$ cat src/rtl/clock_sel_pkg.sv
package clock_sel_pkg;

    typedef enum logic [1:0] {
        SWEEP_IDLE = 2'd0,
        SWEEP_RUN  = 2'd1,
        SWEEP_HOLD = 2'd2
    } sweep_state_e;

    // step a circular position forward by one over n slots
    function automatic int unsigned step_wrap(input int unsigned cur, input int unsigned n);
        return (cur + 1 >= n) ? 0 : cur + 1;
    endfunction

endpackage

$ cat src/rtl/clock_frame_flags.sv
module clock_frame_flags #(
    parameter int NFRAMES = 8,
    parameter int IDX_W   = $clog2(NFRAMES)
) (
    input  logic               clk,
    input  logic               rst,
    input  logic               ref_valid,
    input  logic [IDX_W-1:0]   ref_idx,
    input  logic               lock_valid,
    input  logic [IDX_W-1:0]   lock_idx,
    input  logic               lock_set,
    input  logic               clr_valid,
    input  logic [IDX_W-1:0]   clr_idx,
    output logic [NFRAMES-1:0] ref_vec,
    output logic [NFRAMES-1:0] lock_vec
);

    for (genvar g = 0; g < NFRAMES; g++) begin : g_frame
        logic ref_hit;
        logic clr_hit;
        logic lock_hit;

        assign ref_hit  = ref_valid  && (ref_idx  == IDX_W'(g));
        assign clr_hit  = clr_valid  && (clr_idx  == IDX_W'(g));
        assign lock_hit = lock_valid && (lock_idx == IDX_W'(g));

        // a new reference outranks the sweep's clear
        always_ff @(posedge clk) begin
            if (rst) begin
                ref_vec[g] <= 1'b0;
            end else if (ref_hit) begin
                ref_vec[g] <= 1'b1;
            end else if (clr_hit) begin
                ref_vec[g] <= 1'b0;
            end
        end

        always_ff @(posedge clk) begin
            if (rst) begin
                lock_vec[g] <= 1'b0;
            end else if (lock_hit) begin
                lock_vec[g] <= lock_set;
            end
        end
    end

endmodule

$ cat src/rtl/clock_sweep_ctrl.sv
module clock_sweep_ctrl
    import clock_sel_pkg::*;
#(
    parameter int NFRAMES = 8,
    parameter int IDX_W   = $clog2(NFRAMES)
) (
    input  logic               clk,
    input  logic               rst,
    input  logic               req,
    input  logic               ack,
    input  logic [NFRAMES-1:0] ref_vec,
    input  logic [NFRAMES-1:0] lock_vec,
    output logic               clr_valid,
    output logic [IDX_W-1:0]   clr_idx,
    output logic               done,
    output logic [IDX_W-1:0]   victim_idx,
    output logic               no_victim
);

    localparam int LIMIT = 2 * NFRAMES;
    localparam int CNT_W = $clog2(LIMIT) + 1;

    sweep_state_e     state_q;
    logic [IDX_W-1:0] hand_q;
    logic [IDX_W-1:0] hand_nx;
    logic [CNT_W-1:0] seen_q;
    logic [IDX_W-1:0] victim_q;
    logic             none_q;
    logic             cur_ref;
    logic             cur_lock;
    logic             pick;
    logic             last_look;

    always_comb begin
        cur_ref   = ref_vec[hand_q];
        cur_lock  = lock_vec[hand_q];
        hand_nx   = IDX_W'(step_wrap(int'(hand_q), NFRAMES));
        pick      = (state_q == SWEEP_RUN) && !cur_lock && !cur_ref;
        clr_valid = (state_q == SWEEP_RUN) && !cur_lock && cur_ref;
        clr_idx   = hand_q;
        last_look = (seen_q == CNT_W'(LIMIT - 1));
    end

    always_ff @(posedge clk) begin
        if (rst) begin
            state_q  <= SWEEP_IDLE;
            hand_q   <= '0;
            seen_q   <= '0;
            victim_q <= '0;
            none_q   <= 1'b0;
        end else begin
            case (state_q)
                SWEEP_IDLE: begin
                    if (req) begin
                        state_q <= SWEEP_RUN;
                        seen_q  <= '0;
                    end
                end
                SWEEP_RUN: begin
                    hand_q <= hand_nx;
                    if (pick) begin
                        victim_q <= hand_q;
                        none_q   <= 1'b0;
                        state_q  <= SWEEP_HOLD;
                    end else if (last_look) begin
                        victim_q <= '0;
                        none_q   <= 1'b1;
                        state_q  <= SWEEP_HOLD;
                    end else begin
                        seen_q <= seen_q + 1'b1;
                    end
                end
                SWEEP_HOLD: begin
                    if (ack) begin
                        state_q <= SWEEP_IDLE;
                    end
                end
                default: state_q <= SWEEP_IDLE;
            endcase
        end
    end

    assign done       = (state_q == SWEEP_HOLD);
    assign victim_idx = victim_q;
    assign no_victim  = none_q;

endmodule

$ cat src/rtl/clock_victim_sel.sv
module clock_victim_sel #(
    parameter int NFRAMES = 8,
    parameter int IDX_W   = $clog2(NFRAMES)
) (
    input  logic             clk,
    input  logic             rst,
    input  logic             ref_valid,
    input  logic [IDX_W-1:0] ref_idx,
    input  logic             lock_valid,
    input  logic [IDX_W-1:0] lock_idx,
    input  logic             lock_set,
    input  logic             req,
    input  logic             ack,
    output logic             done,
    output logic [IDX_W-1:0] victim_idx,
    output logic             no_victim
);

    logic [NFRAMES-1:0] ref_vec;
    logic [NFRAMES-1:0] lock_vec;
    logic               clr_valid;
    logic [IDX_W-1:0]   clr_idx;

    clock_frame_flags #(.NFRAMES(NFRAMES), .IDX_W(IDX_W)) u_flags (
        .clk       (clk),
        .rst       (rst),
        .ref_valid (ref_valid),
        .ref_idx   (ref_idx),
        .lock_valid(lock_valid),
        .lock_idx  (lock_idx),
        .lock_set  (lock_set),
        .clr_valid (clr_valid),
        .clr_idx   (clr_idx),
        .ref_vec   (ref_vec),
        .lock_vec  (lock_vec)
    );

    clock_sweep_ctrl #(.NFRAMES(NFRAMES), .IDX_W(IDX_W)) u_sweep (
        .clk       (clk),
        .rst       (rst),
        .req       (req),
        .ack       (ack),
        .ref_vec   (ref_vec),
        .lock_vec  (lock_vec),
        .clr_valid (clr_valid),
        .clr_idx   (clr_idx),
        .done      (done),
        .victim_idx(victim_idx),
        .no_victim (no_victim)
    );

endmodule

$ cat config.mk
export PLATFORM = sky130hd
export DESIGN_NAME = clock_victim_sel
export DESIGN_NICKNAME = d
export VERILOG_FILES = /design/src/rtl/clock_sel_pkg.sv /design/src/rtl/clock_frame_flags.sv /design/src/rtl/clock_sweep_ctrl.sv /design/src/rtl/clock_victim_sel.sv
export SDC_FILE = /design/constraint.sdc
export NUM_CORES = 1
export LEC_CHECK = 0
export BUFFER_PORTS_ARGS = -buffer_cell sky130_fd_sc_hd__buf_2
export CORE_AREA = 2 2 66 80
export CTS_BUF_LIST = sky130_fd_sc_hd__clkbuf_16
export CTS_CLUSTER_SIZE = 24
export DETAILED_ROUTE_END_ITERATION = 8
export DIE_AREA = 0 0 68 82
export PLACE_DENSITY = 0.51
export SYNTH_ARGS = -nofsm -noshare
export SYNTH_HDL_FRONTEND = slang
export SYNTH_SLANG_ARGS = --single-unit
$ cat constraint.sdc
create_clock -name clk -period 4.03 [get_ports clk]
set_clock_uncertainty 0.15 [all_clocks]
set_input_delay 0.2015 -clock clk [delete_from_list [all_inputs] [get_ports clk]]
set_output_delay 0.2015 -clock clk [all_outputs]
set_load 0.005 [all_outputs]
Yosys cells after proc, flatten, opt, wreduce, memory -nomap -nowiden
Index checks and enable logic that the tools add are counted. Widths: inputs -> output; s select.

Register bits after elaboration: 30. Word-level logic and storage cells: 134.

Add/subtract/negate cells: 2. Magnitude comparators: 2. Eq/ne operators: 29. Muxes and demuxes: 34. Reductions and logical operators: 46.

Operators with widths (number): $eq 3x3->1 const B (12); $logic_and 1x1->1 (27); $mux 1 (20); $reduce_bool 2->1 (10); $eq 3x2->1 const B (6); $mux 5 (3); $pmux 5 s2 (1); $eq 3x1->1 const B (3); $logic_not 3->1 (3); $mux 3 (3); $mux 2 (4); $ne 2x2->1 const B (4); $bmux 1 s3 (2); $pmux 2 s3 (1); $add 5x1->5 const B (1); $eq 5x4->1 const B (1); $add 3x1->4 const B (1); $ge 4x4->1 const B (1); $lt 3x4->1 const B (1); $reduce_and 4->1 (1); $ne 3x1->1 const B (1); $reduce_and 3->1 (1); $eq 2x1->1 const B (1); $eq 2x2->1 const B (1); other kinds (3) (4).

Logic depth before layout (Yosys ltp)
Depth in word-level cells: 8. Depth in mapped cells: 9.

By module
From an unflattened synthesis, not the netlist that was laid out.

Cell total of the unflattened synthesis: 172. Area, all modules: 1684.1 um^2.

Modules (own cells, without submodules): clock_sweep_ctrl (times used 1, cells an instance 96, area each 877.1 um^2); clock_frame_flags (times used 1, cells an instance 76, area each 807.0 um^2).

Worst setup path before layout
Ideal clock, no wire load.

Path type: reg2reg. Start: reg u_sweep.seen_q[0]. End: reg u_sweep.seen_q[3]. Data arrival time: 2.105 ns. Required time: 3.806 ns. Setup slack: 1.701 ns. Cell stages (with the launch flop): 10. Cell sequence: dfxtp_1 -> ha_1 -> and3_1 -> ha_1 -> clkbuf_1 -> nand2b_1 -> a21o_1 -> or3_1 -> or3_1 -> a31oi_1.

Longest elaborated chain between the ends: 4. Elaborated cells between the ends (all ways): 7. Those cells by class: add/sub: 1; eq/ne: 2; mux: 3; reduce/logical: 1.

RTL lines: from (decl) (line clock_sweep_ctrl.sv:26) `logic [CNT_W-1:0] seen_q;`; from (signal assigned) (line clock_sweep_ctrl.sv:70) `seen_q <= seen_q + 1'b1;`; $add 5x1->5 (line clock_sweep_ctrl.sv:70); $mux 5 (line clock_sweep_ctrl.sv:65) `end else if (last_look) begin`; $mux 5 (line clock_sweep_ctrl.sv:61) `if (pick) begin`; $pmux 5 s2 (line clock_sweep_ctrl.sv:52) `case (state_q)`.

Parallel ways exist; a longest one is shown, timed or not. The select of a mux whose other input is x is not followed. A chain may end at the register's enable or synchronous reset.

Worst setup path after layout
Same ends and word-level chain as after synthesis.

==> flow_summary.ini <==
[synthesis]
synthCells = 193
synth_async_sr_flop_share = 0
syn-num-nets = 214
yosysUniqueCellTypes = 40
avgSynthCellArea_um2 = 8.45
synth-edff-count = 0
yosys_warnings = 0
netlist_area_mm2 = 0.00163
ys_seq_area_frac = 0.368
ys.flop_type = dfxtp_1
ys_ff_latch = 30

[flow_run]
drv_cap = 0

[timing]
maxSlewHeadroom = 0.615
period_minus_slack_ns = 2.45
timing.setup.tns_ns = 0
hold_viol_final = 0
fin_crit_sh = 0.607
worstMarginPinSlew_ns = 0.578
drv_slew = 0
max_freq_ghz = 0.409
finalSetupViolations = 0
rsz0062_at_grt = no

[worst_setup_path]
regToRegSetupSlack_ns = 1.58
critPathCaptureType = flip-flop
critPathLaunchType = flip-flop
worstPathRequired_ns = 4.08
r2r_cells = 8
crit_type = reg -> reg
path_max_fanout = 10
crit_arrival_ns = 2.49

[run_status]
outcome = completed

[route]
avgRoutedWirePerCell_um = 13.4
first_pass_iters = 4
vias = 1404
wl_mm = 3.61
vias_per_cell = 5.22
ant_nets = 0
drt_iter0_drc = 50
drc = 0

[finish]
mostFrequentLayoutCell = dfxtp_1
drive_gt1_frac = 0.158
final_cell_mix = dfxtp_1 (30), nor2_1 (25), buf_2 (17)
diodes = 0
fill_cells = 498
seqCellArea_um2 = 601
final_util = 0.391
multi_input_area_um2 = 935
syn2layout_area_growth_pct = 15.8
finalNetCount = 230

[clock_tree]
clock_path_buffers = 2
cts_tree = yes
cts_resized = 0
cts_setup_buffers = 0
clock-sinks = 30
cts_made_buffers = 5
clk_latency_ns = 0.27
cts_root_buffer = clkbuf_16
cts.clk_slew.worst_paths_ns = 0.05
h-tree-depth = 2
postCtsHoldBufs = 0

[grt]
grt_pass1_wl_mm = 5.98
antenna_found_initial = 0
grt_usage = 0.146
grt_remaining_overflow = 0
grt_pass1_vias = 1322
grt_start_max_net_pins = 34

[placement]
place_hpwl_mm = 2.61
place.gp.congestion = 0.769
numPortBuffers = 17

[die]
rows = 28
die-area_mm2 = 0.00558
die_width_um = 68
initial_core_util = 0.337
die_y_um = 82
ioPinCount = 18
core_area_mm2 = 0.00483

[min_path]
hold_path.class = in -> reg
holdPathStages = 2

[pwr]
p_leak_nw = 0.704
power_density_mw_per_mm2 = 402
ir_worst_vdd_uv = 149
final timing paths:
| kind | from | to |
|---|---|---|
| hold / removal | ref_idx[2] | u_flags.ref_vec[3]$_SDFFE_PP0P_ |
| setup reg to reg | u_sweep.seen_q[0]$_SDFFE_PP0P_ | u_sweep.seen_q[3]$_SDFFE_PP0P_ |
| setup / recovery | u_sweep.seen_q[0]$_SDFFE_PP0P_ | u_sweep.seen_q[3]$_SDFFE_PP0P_ |
| hold reg to reg | u_flags.ref_vec[5]$_SDFFE_PP0P_ | u_flags.ref_vec[5]$_SDFFE_PP0P_ |
cells in the mapped netlist, types with 2 or more instances:
cell type / number / area share
nor3_1: 7 / 0.021
mux2i_1: 8 / 0.049
nor3b_1: 4 / 0.018
nand4b_1: 2 / 0.011
o21ai_0: 9 / 0.028
nand3_1: 9 / 0.028
clkbuf_1: 7 / 0.016
nor2_1: 25 / 0.058
a21oi_1: 13 / 0.040
inv_1: 13 / 0.030
nand2_1: 8 / 0.018
o311ai_0: 3 / 0.016
nor2b_1: 3 / 0.012
nand2b_1: 7 / 0.027
a31oi_1: 3 / 0.012
or3b_2: 2 / 0.011
dfxtp_1: 30 / 0.37
nand4_1: 3 / 0.012
or3_1: 2 / 0.0077
a21boi_0: 2 / 0.0092
o211ai_1: 2 / 0.0092
nand3b_1: 2 / 0.0092
o32ai_1: 4 / 0.021
mux4_2: 2 / 0.028
ha_1: 8 / 0.061
logic make-up after synthesis:
logic type	after synthesis	synth area share
AND/OR/NAND/NOR	78	0.252
AO/OA/AOI/OAI	42	0.168
flip-flops	30	0.368
buffers and inverters	23	0.0583
multiplexers	11	0.0860
adder cells (fa/ha/maj)	8	0.0614
XOR/XNOR	1	0.00537
power by group:
| part | internal, mW | total (mW) | switching [mW] |
|---|---|---|---|
| Sequential | 0.308 | 0.321 | 0.0130 |
| Clock | 0.219 | 0.337 | 0.118 |
| Combinational | 0.0412 | 0.101 | 0.0596 |
per-layer routing:
metal | routed length (um) | vias up | GRT usage | part of all wire
li1 | - | 717 | - | -
met1 | 1790 | 654 | 0.189 | 0.50
met2 | 1560 | 26 | 0.218 | 0.43
met3 | 184 | 7 | 0.0507 | 0.051
met4 | 71 | 0 | 0.0640 | 0.020
met5 | 0 | - | 0 | 0
registers in the layout (all words and copies together) (netlist names):
signal	flops
u_sweep.clr_idx	3
u_sweep.state_q	2
u_flags.lock_vec	8
u_sweep.victim_idx	3
u_sweep.seen_q	5
u_sweep.no_victim	1
u_flags.ref_vec	8
per-stage QoR:
stage	hold slack (ns)	cell area, um2	setup slack [ns]	std cells	power, mW
after floorplan	0.150	1630	1.70	193	0.400
after global placement	0.310	1760	1.68	262	0.429
after detailed placement	0.313	1760	1.60	262	0.428
after CTS	0.0267	1890	1.60	269	0.772
after global routing	0.0470	1890	1.46	269	0.796
final	0.0304	1890	1.58	269	0.759
worst max-delay path, stage by stage (launching register included):
cell      delay (ns)
dfxtp_1         0.34
ha_1            0.23
and3_1          0.19
ha_1            0.30
nand2b_1        0.19
a21o_1          0.21
or3_1           0.31
or3_1           0.31
a31oi_1         0.16
cell type report:
class                      count  share of cell area
sequential                    30               0.318
tap                           60              0.0398
inverter                      14              0.0278
clock inverter                 2             0.00398
clock buffer                   5              0.0663
timing repair buffer          18              0.0490
multi-input combinational    140               0.495
No activity file was read; power rests on OpenSTA's default activity.
